[src/rtl/simd_alu_pkg.sv]
package simd_alu_pkg;
    localparam int DATA_W = 32;
    localparam int NBYTES = DATA_W / 8;

    typedef enum logic [2:0] {
        OP_ADD = 3'd0,
        OP_SUB = 3'd1,
        OP_AND = 3'd2,
        OP_OR  = 3'd3,
        OP_XOR = 3'd4,
        OP_SHL = 3'd5,
        OP_SHR = 3'd6,
        OP_SAR = 3'd7
    } alu_op_e;

    typedef enum logic [1:0] {
        EW_8   = 2'd0,
        EW_16  = 2'd1,
        EW_32  = 2'd2,
        EW_32X = 2'd3
    } elw_e;

    typedef struct packed {
        logic [DATA_W-1:0] res;
        logic [NBYTES-1:0] we;
    } alu_state_t;
endpackage

[src/rtl/lane_addsub.sv]
module lane_addsub
    import simd_alu_pkg::*;
#(
    parameter int NB = NBYTES
) (
    input  logic [NB*8-1:0] a,
    input  logic [NB*8-1:0] b,
    input  logic            sub,
    input  elw_e            elw,
    output logic [NB*8-1:0] sum
);
    logic [NB*8-1:0] b_eff;
    logic [8:0]      part;
    logic            carry;

    assign b_eff = sub ? ~b : b;

    // ripple across bytes; a lane boundary reloads the carry with sub
    always_comb begin
        carry = 1'b0;
        part  = '0;
        sum   = '0;
        for (int k = 0; k < NB; k++) begin
            if ((k % 4 == 0) || (elw == EW_8) || (elw == EW_16 && (k % 2 == 0)))
                carry = sub;
            part = {1'b0, a[k*8 +: 8]} + {1'b0, b_eff[k*8 +: 8]} + {8'd0, carry};
            sum[k*8 +: 8] = part[7:0];
            carry = part[8];
        end
    end
endmodule

[src/rtl/lane_shift.sv]
module lane_shift
    import simd_alu_pkg::*;
#(
    parameter int DW = DATA_W
) (
    input  logic [DW-1:0] a,
    input  logic [DW-1:0] b,
    input  logic [1:0]    kind,   // 0 shl, 1 shr, 2 sar
    input  elw_e          elw,
    output logic [DW-1:0] res
);
    logic [2:0][DW-1:0] by_w;

    for (genvar g = 0; g < 3; g++) begin : g_width
        localparam int LW  = 8 << g;
        localparam int NL  = DW / LW;
        localparam int SHW = $clog2(LW);
        for (genvar l = 0; l < NL; l++) begin : g_lane
            logic [LW-1:0]  x;
            logic [SHW-1:0] sh;
            logic [LW-1:0]  r;
            assign x  = a[l*LW +: LW];
            assign sh = b[l*LW +: SHW];
            always_comb begin
                case (kind)
                    2'd0:    r = x << sh;
                    2'd1:    r = x >> sh;
                    default: r = $unsigned($signed(x) >>> sh);
                endcase
            end
            assign by_w[g][l*LW +: LW] = r;
        end
    end

    always_comb begin
        case (elw)
            EW_8:    res = by_w[0];
            EW_16:   res = by_w[1];
            default: res = by_w[2];
        endcase
    end
endmodule

[src/rtl/byte_mask_gen.sv]
module byte_mask_gen
    import simd_alu_pkg::*;
#(
    parameter int NB = NBYTES
) (
    input  logic [NB-1:0] pred,
    input  elw_e          elw,
    output logic [NB-1:0] we
);
    always_comb begin
        for (int k = 0; k < NB; k++) begin
            case (elw)
                EW_8:    we[k] = pred[k];
                EW_16:   we[k] = pred[k/2];
                default: we[k] = pred[k/4];
            endcase
        end
    end
endmodule

[src/rtl/simd_lane_alu.sv]
module simd_lane_alu
    import simd_alu_pkg::*;
(
    input  logic              clk,
    input  logic              rst_n,
    input  logic [DATA_W-1:0] op_a,
    input  logic [DATA_W-1:0] op_b,
    input  logic [2:0]        opcode,
    input  logic [1:0]        elw,
    input  logic [NBYTES-1:0] pred,
    output logic [DATA_W-1:0] result,
    output logic [NBYTES-1:0] byte_we
);
    alu_state_t        state_d, state_q;
    alu_op_e           op;
    elw_e              ew;
    logic [DATA_W-1:0] arith_res;
    logic [DATA_W-1:0] shift_res;
    logic [NBYTES-1:0] mask;
    logic [1:0]        shift_kind;

    assign op = alu_op_e'(opcode);
    assign ew = elw_e'(elw);

    always_comb begin
        case (op)
            OP_SHL:  shift_kind = 2'd0;
            OP_SHR:  shift_kind = 2'd1;
            default: shift_kind = 2'd2;
        endcase
    end

    lane_addsub #(.NB(NBYTES)) u_addsub (
        .a   (op_a),
        .b   (op_b),
        .sub (op == OP_SUB),
        .elw (ew),
        .sum (arith_res)
    );

    lane_shift #(.DW(DATA_W)) u_shift (
        .a    (op_a),
        .b    (op_b),
        .kind (shift_kind),
        .elw  (ew),
        .res  (shift_res)
    );

    byte_mask_gen #(.NB(NBYTES)) u_mask (
        .pred (pred),
        .elw  (ew),
        .we   (mask)
    );

    always_comb begin
        state_d    = state_q;
        state_d.we = mask;
        case (op)
            OP_ADD, OP_SUB:         state_d.res = arith_res;
            OP_AND:                 state_d.res = op_a & op_b;
            OP_OR:                  state_d.res = op_a | op_b;
            OP_XOR:                 state_d.res = op_a ^ op_b;
            default:                state_d.res = shift_res;
        endcase
    end

    always_ff @(posedge clk) begin
        if (!rst_n) state_q <= '0;
        else        state_q <= state_d;
    end

    assign result  = state_q.res;
    assign byte_we = state_q.we;
endmodule

[config.mk]
export PLATFORM = sky130hd
export DESIGN_NAME = simd_lane_alu
export DESIGN_NICKNAME = d
export VERILOG_FILES = /design/src/rtl/simd_alu_pkg.sv /design/src/rtl/lane_addsub.sv /design/src/rtl/lane_shift.sv /design/src/rtl/byte_mask_gen.sv /design/src/rtl/simd_lane_alu.sv
export SDC_FILE = /design/constraint.sdc
export NUM_CORES = 1
export LEC_CHECK = 0
export ABC_CLOCK_PERIOD_IN_PS = 11900
export BUFFER_PORTS_ARGS = -buffer_cell sky130_fd_sc_hd__buf_4
export CORE_MARGIN = 3
export CORE_UTILIZATION = 50
export CTS_BUF_LIST = sky130_fd_sc_hd__clkbuf_4
export DETAILED_ROUTE_END_ITERATION = 12
export HOLD_SLACK_MARGIN = 0.1
export PLACE_DENSITY_LB_ADDON = 0.1
export SLEW_MARGIN = 20
export SYNTH_ARGS = -nofsm -noshare
export SYNTH_HDL_FRONTEND = slang
export SYNTH_SLANG_ARGS = --single-unit
[constraint.sdc]
create_clock -name clk -period 11.9 [get_ports clk]
set_input_delay 1.785 -clock clk [delete_from_list [all_inputs] [get_ports clk]]
set_output_delay 1.785 -clock clk [all_outputs]
set_load 0.005 [all_outputs]
# ---- Word-level counts from Yosys, hierarchy flattened
# Index checks and enable logic that the tools add are counted.
dict set report totals {
  regBits 36
  word_cells 65
}
dict set report op_classes {
  add_sub_neg 8
  n_eq_ne 8
  shifts 21
  mux 17
  bitwise_logic 4
  reduce_logical 5
}
# op n
set ops {}
lappend ops {{$pmux W32 S2} 2}
lappend ops {{$pmux W32 S4} 1}
lappend ops {{$pmux W16 S2} 2}
lappend ops {{$pmux W8 S2} 4}
lappend ops {{$and A32 B32 Y32} 1}
lappend ops {{$mux W32} 1}
lappend ops {{$not A32 Y32} 1}
lappend ops {{$or A32 B32 Y32} 1}
lappend ops {{$shl A16 B4 Y16} 2}
lappend ops {{$shl A32 B5 Y32} 1}
lappend ops {{$shl A8 B3 Y8} 4}
lappend ops {{$shr A16 B4 Y16} 2}
lappend ops {{$shr A32 B5 Y32} 1}
lappend ops {{$shr A8 B3 Y8} 4}
lappend ops {{$sshr A16 B4 Y16} 2}
lappend ops {{$sshr A32 B5 Y32} 1}
lappend ops {{$sshr A8 B3 Y8} 4}
lappend ops {{$xor A32 B32 Y32} 1}
lappend ops {{$add A8 B8 Y9} 3}
lappend ops {{$add A9 B1 Y9} 3}
lappend ops {{$eq A3 B3 Y1 const B} 3}
lappend ops {{$add A8 B1 Y8} 1}
lappend ops {{$add A8 B8 Y8} 1}
lappend ops {{$eq A3 B2 Y1 const B} 2}
lappend ops {{9 further kinds} 15}

# ---- Longest topological paths before layout
dict set report logic_depth {
  ltp_word 11
  mapped_depth 40
  depth_no_buf 34
}

# ---- Cells and area by module
# From an unflattened synthesis, not the netlist that was laid out.
dict set report unflattened {
  cells_unflattened 1744
  area_unflattened_um2 13421.6
}
# mod n_inst cells_per_inst area_each_um2 seq_area_each_um2
set by_module_without_submodules {}
lappend by_module_without_submodules {lane_shift 1 1096 8321.7 0.0}
lappend by_module_without_submodules {simd_lane_alu 1 422 3383.2 720.7}
lappend by_module_without_submodules {lane_addsub 1 217 1657.8 0.0}
lappend by_module_without_submodules {byte_mask_gen 1 9 58.8 0.0}

# ---- Worst setup path after synthesis
# OpenSTA, ideal clock, no wires.
dict set report synth_path {
  kind {input -> register}
  from {input port opcode[0]}
  to {register state_q, in the netlist result[30]}
  arrival_ns 9.364
  t_required_ns 11.809
  path_slack_ns 2.445
  cell_stages 37
  n_path_buf 3
  path_cell_list {buf_2 > or3b_2 > clkbuf_1 > buf_1 > xnor2_1 > fa_1 > a21o_1 > a21oi_1 > o21bai_1 > a21o_1 > a21oi_1 > o21ai_0 > fa_1 > fa_1 > a21o_1 > a21oi_1 > o21bai_1 > a21o_1 > a21oi_1 > o31ai_1 > fa_1 > fa_1 > a21o_1 > a21oi_1 > o21bai_1 > a21o_1 > a21oi_1 > o21ai_0 > fa_1 > inv_1 > fa_1 > nor2b_1 > o21a_1 > o21a_1 > o21ai_0 > nand4b_1 > a311oi_1}
}
dict set report synth_via {
  elab_chain_len 11
  word_cells_on_any_way 28
  cone_classes {8 x add/sub; 7 x eq/ne; 10 x mux; 3 x reduce/logical}
}
# item line_no
set synth_rtl {}
lappend synth_rtl {{start, declared} simd_lane_alu.sv:8} ;# input logic [2:0] opcode,
lappend synth_rtl {{$eq A3 B1 Y1} {simd_lane_alu.sv:36, simd_lane_alu.sv:58}}
lappend synth_rtl {{$mux W32} lane_addsub.sv:16} ;# assign b_eff = sub ? ~b : b;
lappend synth_rtl {{$add A8 B8 Y9} lane_addsub.sv:26} ;# part = {1'b0, a[k*8 +: 8]} + {1'b0, b_eff[k*8 +: 8]} + {8'd0, carry};
lappend synth_rtl {{$add A9 B1 Y9} lane_addsub.sv:26}
lappend synth_rtl {{$mux W1} lane_addsub.sv:24} ;# if ((k % 4 == 0) || (elw == EW_8) || (elw == EW_16 && (k % 2 == 0)))
lappend synth_rtl {{$add A9 B1 Y9} lane_addsub.sv:26}
lappend synth_rtl {{$mux W1} lane_addsub.sv:24}
lappend synth_rtl {{$add A9 B1 Y9} lane_addsub.sv:26}
lappend synth_rtl {{$mux W1} lane_addsub.sv:24}
lappend synth_rtl {{$add A8 B1 Y8} lane_addsub.sv:26}
lappend synth_rtl {{$pmux W32 S4 *} simd_lane_alu.sv:58} ;# case (op)
lappend synth_rtl {{end signal, assigned} simd_lane_alu.sv:69} ;# else state_q <= state_d;
lappend synth_rtl {{end, declared} simd_lane_alu.sv:14} ;# alu_state_t state_d, state_q;
# Mark *: on every way between the ends. The rest lies on a longest branch, timed or not.
# A chain may end at the register's enable or synchronous reset.

# ---- Worst setup path after layout
# Same ends and word-level chain as after synthesis.

==> metrics <==
run status=complete, no violations; cells after synthesis=1746; CP delay by family, top=compound AO/OA/AOI/OAI gates; M1 GR Usage=0.568; prevailing post-synth register cell=dfxtp_1; postcts setup bufs=0; part of the power in registers=0.155; core box area=roughly 0.026 mm²; final instance area=~0.014 mm²; Vias=about 16k; total grt overflow=0; CP Launch Type=input pin; M3 GR Usage=0.100; fillers=2558; Rows=a little under 60; first-pass GRT wire length=about 98 mm; Crit path arrival time=roughly 10000 ps; vias per cell=~7.7; Ys Warns=0; total power=between 0.0009 and 0.001 W; slowest stage cell, crit path=or3b_2; area of the multi-input gates=around 0.012 mm²; Critical Path Sink=result[30]; switching power=slightly below 0.0005 W; drt drc=0; DP Area=0.0141 mm²; fin crit period=a little under 10000 ps; Required @ worst endpoint=around 12000 ps; Slew Limit Fails=0; Chip Width=around 170 µm; met2 Track Usage GR=0.693; Slew HR=0.271; Area Growth Syn to Fin=4.32%; Max H-tree Level=2; Tightest Hold Check Type=in2reg; Placer Congestion=1.07; initial antenna violation count=0; post-synthesis register bit count=36; register area share after synthesis=0.0532; CP Depth=35; Crit Path Category=in2reg; ant diodes=0; crit end category=register; asr flop ratio synth=0; HPWL Detailed=46.2 mm; slowest stage delay, CP=~570 ps; WP buf/inv=3; layout cells sized above 1=0.190; internal cell power=0.000420 W; DRT iter0 DRCs=roughly 2.4k; register area=between 700 and 800 µm²; Cell Area, Synth=~0.014 mm²; GRT Overall Usage=0.443; Clock Sinks=36; number of iterations in the first detailed-routing pass=6; IO Port Bufs=110; Ports=111; Critical path origin=opcode[0]; Fmax achieved=103 MHz; Starting Density=0.514; PwrDens=between 60 and 70 mW/mm²; number of global-route vias before repair=about 15k; Final ANT Viol Nets=0; hold_buf cts=0; Nets=approximately 1.9k; final wirelength=66.3 mm; Cell variety after synth=87; clk root buf=clkbuf_4; period utilization=0.813; clock-pin slew on the worst setup and hold paths=roughly 130 ps; Die H=around 170 µm; net count after synthesis=about 1.9k; Setup violations, final=0; routed len/inst=32.8 µm; Comb power frac=0.754; post-CTS resize count=0; largest net degree at the start of global routing=79; crit-path max FO=47; Avg Inst Size Synth=slightly below 8 µm²; Most Crowded Layer GR=met2; setup tns final=0 ps; RSZ-0062 raised after global routing=no; max-cap violations=0; Die Area=between 0.02 and 0.03 mm²; Sw Ratio=0.534; CTS Buf Count=5; setup ws final=~2200 ps; Clock Power Share=0.091; Max VDD drop=about 60 µV; Clock Tree Buf Depth=2; Pleak=5.60 nW; clock tree from TritonCTS=done; Place WS=1880 ps; final-report hold violation count=0; number of synthesized flops with an enable pin=0; measured slew at the worst slew-check pin=around 1100 ps
-- placed cells by master, fill, tap and decap left out, types with 8 or more instances in the layout --
cell type / instances
a211oi_1: 33
a21o_1: 17
a21oi_1: 156
a221oi_1: 10
a22oi_1: 12
a311oi_1: 19
a31oi_1: 31
a41oi_1: 8
and2_1: 15
and3_1: 16
buf_4: 138
dfxtp_1: 36
ha_1: 95
inv_1: 75
mux2_2: 55
mux2i_1: 81
mux4_1: 10
mux4_2: 94
nand2_1: 161
nand2b_1: 17
nand3_1: 28
nor2_1: 107
nor2b_1: 11
nor3_1: 26
nor4_1: 12
o2111ai_1: 10
o211ai_1: 33
o21ai_0: 95
o21bai_1: 8
o221ai_1: 11
o22ai_1: 53
o311ai_0: 10
o31ai_1: 11
xnor2_1: 40
-- flip-flops by register name (all words and copies together) (netlist names) --
name / flops
result: 32
byte_we: 4
-- stage by stage --
stage / std cells / util / hold WS [ps]
5_1_grt: 2023 / 0.536 / 1570
3_5_place_dp: 2015 / 0.534 / 2020
2_1_floorplan: 1746 / - / 1910
3_3_place_gp: 2015 / 0.534 / 2010
4_1_cts: 2023 / 0.536 / 1580
6_report: 2023 / 0.536 / 1590
-- how the worst min path moves through the flow --
stage / slack, ps / endpoint / start / depth (start not counted)
final: 1590 / byte_we[0] / pred[0] / 2
after global routing: 1570 / byte_we[0] / pred[0] / 2
after CTS: 1580 / byte_we[0] / pred[0] / 2
after detailed placement: 2020 / byte_we[0] / pred[0] / 2
after global placement: 2010 / byte_we[0] / pred[0] / 2
after floorplan: 1910 / byte_we[0] / pred[0] / 1
-- per-layer routing --
layer / wire (µm) / part of all wire
met3: 7810 / 0.12
met5: 69 / 0.0010
met4: 4640 / 0.070
met1: 24300 / 0.37
met2: 29500 / 0.44
-- synthesized netlist by cell type, drive strengths merged, types with 34 or more instances --
| cell type | count | area [µm²] |
|---|---|---|
| clkbuf | 118 | 443 |
| ha | 95 | 1190 |
| o22ai | 53 | 332 |
| inv | 77 | 289 |
| dfxtp | 36 | 721 |
| buf | 86 | 494 |
| a211oi | 34 | 260 |
| xnor2 | 40 | 350 |
| mux4 | 104 | 2380 |
| mux2 | 56 | 634 |
| nor2 | 109 | 409 |
| mux2i | 81 | 811 |
| a21oi | 156 | 781 |
| nand2 | 161 | 604 |
| o21ai | 99 | 495 |
-- power groups by stage --
stage / combinational [W] / clock (W) / sequential (W)
finish: 0.000679 / 0.0000819 / 0.000139
global route: 0.000714 / 0.0000875 / 0.000140
CTS: 0.000654 / 0.0000824 / 0.000139
detailed placement: 0.000650 / 0 / 0.000141
global placement: 0.000647 / 0 / 0.000142
floorplan: 0.000435 / 0 / 0.000141
-- cell type report --
type / count / area share
inverters: 81 / 0.0215
clock buffers: 7 / 0.00372
repair buffers: 138 / 0.0734
well taps: 335 / 0.0297
clock inverters: 1 / 0.000620
multi-input cells: 1425 / 0.820
flip-flops and latches: 36 / 0.0510
-- kinds of logic (layout without fill, tap and decap cells) --
kind of cell | after synthesis | after routing | synth area share
AO/OA/AOI/OAI | 604 | 604 | 0.297
AND/OR/NAND/NOR | 432 | 432 | 0.148
buffers and inverters | 285 | 227 | 0.0917
multiplexers | 241 | 241 | 0.283
XOR/XNOR | 46 | 46 | 0.0298
flip-flops | 36 | 36 | 0.0532
adder cells (fa/ha/maj) | 102 | 102 | 0.0982
(Power assumes the default switching activity.)
